## config.mk

```make
export PLATFORM = sky130hd
export DESIGN_NAME = bitslip_deser
export DESIGN_NICKNAME = d
export VERILOG_FILES = /design/src/rtl/deser_pkg.sv /design/src/rtl/slip_sync.sv /design/src/rtl/phase_div.sv /design/src/rtl/shift_capture.sv /design/src/rtl/bitslip_deser.sv
export SDC_FILE = /design/constraint.sdc
export NUM_CORES = 1
export LEC_CHECK = 0
export BUFFER_PORTS_ARGS = -buffer_cell sky130_fd_sc_hd__buf_2
export CAP_MARGIN = 20
export CORE_UTILIZATION = 30
export CTS_BUF_LIST = sky130_fd_sc_hd__clkbuf_8
export CTS_CLUSTER_DIAMETER = 100
export DETAILED_ROUTE_END_ITERATION = 10
export HOLD_SLACK_MARGIN = 0.15
export PLACE_DENSITY = 0.63
export SYNTH_ARGS = -nofsm -noshare
export SYNTH_HDL_FRONTEND = slang
export SYNTH_HIERARCHICAL = 1
export SYNTH_SLANG_ARGS = --single-unit
```

## constraint.sdc

```tcl
create_clock -name clk -period 1.2 [get_ports clk]
set_input_delay 0.3 -clock clk [delete_from_list [all_inputs] [get_ports clk]]
set_output_delay 0.3 -clock clk [all_outputs]
set_load 0.005 [all_outputs]
```

## src/rtl/deser_pkg.sv

```systemverilog
package deser_pkg;
  typedef enum logic {
    UPD_NARROW = 1'b0,
    UPD_WIDE   = 1'b1
  } upd_mode_e;

  function automatic int unsigned log2_ceil(input int unsigned v);
    int unsigned r;
    r = 0;
    while ((1 << r) < v) r++;
    return r;
  endfunction
endpackage

```

## src/rtl/slip_sync.sv

```systemverilog
module slip_sync #(
  parameter int STAGES = 2
) (
  input  logic clk,
  input  logic rst,
  input  logic async_in,
  output logic pulse_o
);
  logic [STAGES:0] chain;

  always_ff @(posedge clk) begin
    if (rst) chain <= '0;
    else     chain <= {chain[STAGES-1:0], async_in};
  end

  // rising edge seen at the synchronizer output
  assign pulse_o = chain[STAGES-1] & ~chain[STAGES];
endmodule

```

## src/rtl/phase_div.sv

```systemverilog
module phase_div import deser_pkg::*; #(
  parameter int WORD_W = 4,
  parameter int CNT_W  = log2_ceil(WORD_W) + 1
) (
  input  logic             clk,
  input  logic             rst,
  input  logic             hold,
  input  upd_mode_e        mode,
  output logic [CNT_W-1:0] cnt,
  output logic             load_o,
  output logic             div_w_o,
  output logic             div_2w_o
);
  localparam int LOW_W = CNT_W - 1;
  localparam logic [LOW_W-1:0] LOW_LAST = LOW_W'(WORD_W - 1);
  localparam logic [CNT_W-1:0] FULL_LAST = CNT_W'(2 * WORD_W - 1);

  logic last;

  always_ff @(posedge clk) begin
    if (rst)        cnt <= '0;
    else if (!hold) cnt <= cnt + 1'b1;
  end

  always_comb begin
    if (mode == UPD_WIDE) last = (cnt == FULL_LAST);
    else                  last = (cnt[LOW_W-1:0] == LOW_LAST);
  end

  assign load_o   = last & ~hold;
  assign div_w_o  = ~cnt[LOW_W-1];
  assign div_2w_o = ~cnt[CNT_W-1];
endmodule

```

## src/rtl/shift_capture.sv

```systemverilog
module shift_capture #(
  parameter int WORD_W = 4
) (
  input  logic              clk,
  input  logic              rst,
  input  logic              sdin,
  input  logic              load,
  output logic [WORD_W-1:0] q,
  output logic              vld
);
  logic [WORD_W-1:0] sr;
  logic [WORD_W-1:0] sr_next;

  // newest bit enters at the top, oldest drifts toward bit 0
  assign sr_next = {sdin, sr[WORD_W-1:1]};

  always_ff @(posedge clk) begin
    if (rst) begin
      sr  <= '0;
      q   <= '0;
      vld <= 1'b0;
    end else begin
      sr  <= sr_next;
      vld <= load;
      if (load) q <= sr_next;
    end
  end
endmodule

```

## src/rtl/bitslip_deser.sv

```systemverilog
module bitslip_deser import deser_pkg::*; #(
  parameter int WORD_W      = 4,
  parameter int SYNC_STAGES = 2
) (
  input  logic              clk,
  input  logic              rst,
  input  logic              mode_wide,
  input  logic              lpbk_sel,
  input  logic              din_a,
  input  logic              din_b,
  input  logic              slip_req,
  output logic [WORD_W-1:0] par_q,
  output logic              word_vld,
  output logic              div4_clk,
  output logic              div8_clk
);
  localparam int CNT_W = log2_ceil(WORD_W) + 1;

  logic             slip_pulse;
  logic             load;
  logic             sdin;
  logic [CNT_W-1:0] div_cnt;
  upd_mode_e        mode;

  assign mode = mode_wide ? UPD_WIDE : UPD_NARROW;
  assign sdin = lpbk_sel ? din_b : din_a;

  slip_sync #(.STAGES(SYNC_STAGES)) u_sync (
    .clk      (clk),
    .rst      (rst),
    .async_in (slip_req),
    .pulse_o  (slip_pulse)
  );

  phase_div #(.WORD_W(WORD_W), .CNT_W(CNT_W)) u_div (
    .clk      (clk),
    .rst      (rst),
    .hold     (slip_pulse),
    .mode     (mode),
    .cnt      (div_cnt),
    .load_o   (load),
    .div_w_o  (div4_clk),
    .div_2w_o (div8_clk)
  );

  shift_capture #(.WORD_W(WORD_W)) u_cap (
    .clk  (clk),
    .rst  (rst),
    .sdin (sdin),
    .load (load),
    .q    (par_q),
    .vld  (word_vld)
  );
endmodule

```

# ---- Yosys cells after proc, flatten, opt, wreduce, memory -nomap -nowiden
# Cells that the tools add are included.
dict set report op_classes {
  add_sub_neg 1
  mul 0
  div_mod_pow 0
  order_cmp 0
  n_eq_ne 2
  shift 0
  muxes 3
  n_bitwise 6
  n_reduce_logical 0
}
# op count
set ops {}
lappend ops {{inverter 1 bit} 4}
lappend ops {{adder 3 x 1 -> 3 bit, second input constant} 1}
lappend ops {{equality test 3 bit, second input constant} 1}
lappend ops {{two-way mux 1 bit} 3}
lappend ops {{AND 1 bit} 2}
lappend ops {{equality test 2 bit, second input constant} 1}
dict set report word_totals {
  regBits 15
  latchBits 0
  ram_bits 0
  romBits 0
  inputBits 7
  output_inout_bits 7
  elab_cells 17
  n_memories 0
}

# ---- Logic depth before layout (Yosys ltp)
dict set report logic_depth {
  depth_word 4
  depth_mapped 7
  mapped_depth_nobuf 6
}

# ---- By module
# Netlist, hierarchy kept.
# module n_inst cells_per_inst area_per_inst_um2 seq_area_each_um2
set by_module_without_submodules {}
lappend by_module_without_submodules {shift_capture 1 21 251.5 160.2}
lappend by_module_without_submodules {phase_div 1 15 146.4 60.1}
lappend by_module_without_submodules {slip_sync 1 7 87.6 60.1}
lappend by_module_without_submodules {bitslip_deser 1 1 15.0 0.0}

# ---- Worst setup path before layout
# Ideal clock, no wire load.
dict set report synth_path {
  kind {register -> register}
  start {reg u_div.cnt[0]}
  end {reg u_cap.q[3]}
  setup_time_ns 0.114
  t_arrival_ns 1.145
  required_time_ns 1.086
  path_slack_ns -0.060
  path_stages_with_launch 8
  path_buffers 1
  period_less_slack_ns 1.260
  path_cell_list {dfxtp_1 > ha_1 > ha_1 > mux2i_1 > nor2_1 > buf_6 > mux2i_1 > nor2_1}
}
dict set report synth_via {
  elab_chain_len 3
  word_cells_on_any_way 4
  cone_classes {2 x eq/ne; 1 x mux; 1 x bitwise}
}
# item line_no
set synth_rtl {}
lappend synth_rtl {{from (decl)} phase_div.sv:9} ;# output logic [CNT_W-1:0] cnt,
lappend synth_rtl {{from (signal assigned)} phase_div.sv:22} ;# else if (!hold) cnt <= cnt + 1'b1;
lappend synth_rtl {{equality test 3 bit or equality test 2 bit (tied branches)} {phase_div.sv:26, phase_div.sv:27}}
lappend synth_rtl {{two-way mux 1 bit (*)} phase_div.sv:26} ;# if (mode == UPD_WIDE) last = (cnt == FULL_LAST);
lappend synth_rtl {{AND 1 bit (*)} phase_div.sv:30} ;# assign load_o = last & ~hold;
lappend synth_rtl {{via load} bitslip_deser.sv:20} ;# logic load;
lappend synth_rtl {{to (signal assigned)} shift_capture.sv:25} ;# if (load) q <= sr_next;
lappend synth_rtl {{to (decl)} shift_capture.sv:8} ;# output logic [WORD_W-1:0] q,
# The timed path passes the listed nets; every way through them passes the cells marked *.
# A chain may end at the register's enable or synchronous reset.

# ---- Final worst setup path
dict set report layout_path {
  start {reg u_div.cnt[0]}
  end {reg u_cap.q[0]}
}
# The elaborated chain is that of the path after synthesis.

==> out/qor.yml <==
power_mw: 0.994
worstHoldStart: "slip_req"
antenna_found_initial: 0
finalSetupViolations: 4
synth_mux_area_share_pct: 17.0
start_kind: "register"
rr_worst_depth: 6
die_x_um: 42.8
setup_tns_ns: -0.279
overflow: 0
grt.total_usage_pct: 10.3
finalCritPeriodShare_pct: 107
ant_nets: 0
insertion_delay_ns: 0.24
crit_type: "register to register"
wl_um: 869
htreeDepth: 1
hold_violations: 0
cts_tree: "done"
clock_skew_ns: 0.000587
setup_ws_ns: -0.0820
status: "finished with violations"
area.growth.synth_to_final_pct: 40.8
synth_top_family_by_area: "multiplexers"
syn_area_per_cell_um2: 11.4
vias: 353
slew_violations: 0
clkTransAtPathRegs_ns: 0.05
ys_seq_elements: 14
violations: "setup timing"
maxSlewHeadroom_pct: 84.4
dr.pass1.iters: 1
fin_util_pct: 46.2
syn-instance-count: 44
r2r_start: "u_div/cnt[0]"
r2r-end: "u_cap/q[0]"
ctsHoldBuffers: 0
drive_gt1_share_pct: 46.9
power_density_nw_per_um2: 1410
synth.cell_area_um2: 500
worstMarginPinSlew_ns: 0.234
initial_core_util_pct: 32.8
place.gp.congestion: 0.591
r2r_slack_ns: -0.08
fmax_mhz: 780
synth_compound_area_share_pct: 0
synth_xor_area_share_pct: 1.75
grt_max_degree: 15
dpl.cell_count: 76
min_path_cells: 2
cts.sinks: 14
ys_seq_area_share_pct: 56.0
grt_pass1_vias: 320
drc: 0
timing.hold.ws_ns: 0.265
synth_nets: 53
wl_per_cell_um: 10.9
required_ns: 1.33
num_antenna_cells: 0
synth-simple-area-share_pct: 16.5
rsz0062_at_grt: "yes"
synth_cell_types: 10
yosys_warnings: 6
holdPathEnd: "u_sync/chain[0]"
power_leakage_nw: 0.300
hold_class: "input pin to register"
grt_pass1_wl_mm: 1.32
portBuffers: 13
clockBufferDepth: 2
die_h_um: 42.8
pin_count: 14
vdd_drop_max_mv: 0.666
core.rowCount: 14
cap_violations: 0
clock-root-buffer: "clkbuf_8"
period_needed_ns: 1.28
critPathMaxFanout: 5
fin_nets: 75
dieArea_um2: 1840
synth_fa_ha_area_share_pct: 5.00
viasPerCell: 4.41
arrival_ns: 1.41
cts_buffers: 3
finalNonFillerCells: 80
cp-end-kind: "register"
fp.coreArea_um2: 1520
hpwlAfterDp_um: 561
drt_iter0_markers: 0
==> worst max-delay path, stage by stage, from the launching register on <==
cell and delay [ns]:
dfxtp_4 0.36, ha_4 0.14, ha_4 0.13, mux2i_4 0.07, nor2_4 0.19, mux2i_1 0.21
nor2_1 0.07
==> per-stage QoR <==
stage / area, um2 / setup slack, ns
finish: 704 / -0.0820
floorplan: 505 / -0.0387
CTS: 687 / -0.116
detailed placement: 609 / -0.323
global placement: 609 / -0.264
global route: 704 / -0.182
==> cell usage in the layout, fill, tap and decap left out, types with 2 or more instances in the layout <==
cell type / Yosys / final
buf_2: 0 / 13
buf_4: 0 / 5
clkbuf_8: 0 / 3
dfxtp_1: 14 / 11
dfxtp_2: 0 / 2
ha_4: 0 / 2
inv_1: 2 / 2
mux2i_1: 7 / 6
nor2_1: 8 / 7
nor2b_1: 7 / 7
==> registers in the layout, indices dropped and copies added, names as in the netlist <==
signal / count
u_cap/q: 4
u_cap/vld: 1
u_sync/chain: 3
u_cap/sr: 3
u_div/cnt: 3
==> repair_timing <==
action,in CTS,in global routing
resized for setup,5,5
endpoints found under the setup margin,5,6
pin swaps,1,5
buffers inserted,1,1
==> how the worst max path moves through the flow <==
stage                 start    endpoint  slack, ns  cells past startpoint
2_1_floorplan  u_div/cnt[1]  u_cap/q[3]      -0.04                      7
3_3_place_gp   u_div/cnt[0]  u_cap/q[3]      -0.26                      6
3_5_place_dp   u_div/cnt[1]  u_cap/q[0]      -0.32                      6
4_1_cts        u_div/cnt[1]  u_cap/q[0]      -0.12                      7
5_1_grt        u_div/cnt[0]  u_cap/q[0]      -0.18                      6
6_report       u_div/cnt[0]  u_cap/q[0]      -0.08                      6
==> cells in the mapped netlist <==
library cell   n  area (um2)
ha_1           2        25.0
dfxtp_1       14         280
nor2b_1        7        43.8
nor2_1         8        30.0
xor2_1         1        8.76
mux2i_1        7        70.1
mux2_4         1        15.0
inv_1          2        7.51
buf_6          1        11.3
nor2b_2        1        8.76
==> per-layer routing <==
metal | up-vias | GRT usage [%] | part of all wire (%)
li1 | 182 | - | -
met1 | 155 | 12.4 | 46
met2 | 14 | 14.8 | 47
met3 | 2 | 2.55 | 5.3
met4 | 0 | 9.38 | 1.8
met5 | - | 0 | 0
==> logic make-up after synthesis <==
logic type    count (synthesis)
xor+xnor                      1
buf+inv                       3
mux                           8
simple gates                 16
fa+ha+maj                     2
flops                        14
==> cell type report <==
type | count | area [um2]
Clock buffer | 3 | 41.3
Fill cell | 157 | 820
Inverter | 2 | 7.51
Multi-Input combinational cell | 27 | 246
Sequential cell | 14 | 287
Tap cell | 16 | 20.0
Timing Repair Buffer | 18 | 103
==> where the power goes <==
| group | switching (mW) | internal, mW |
|---|---|---|
| clock network | 0.150 | 0.222 |
| logic | 0.0470 | 0.0699 |
| registers | 0.0166 | 0.490 |
| total | 0.213 | 0.781 |
No activity file was read; power rests on OpenSTA's default activity.
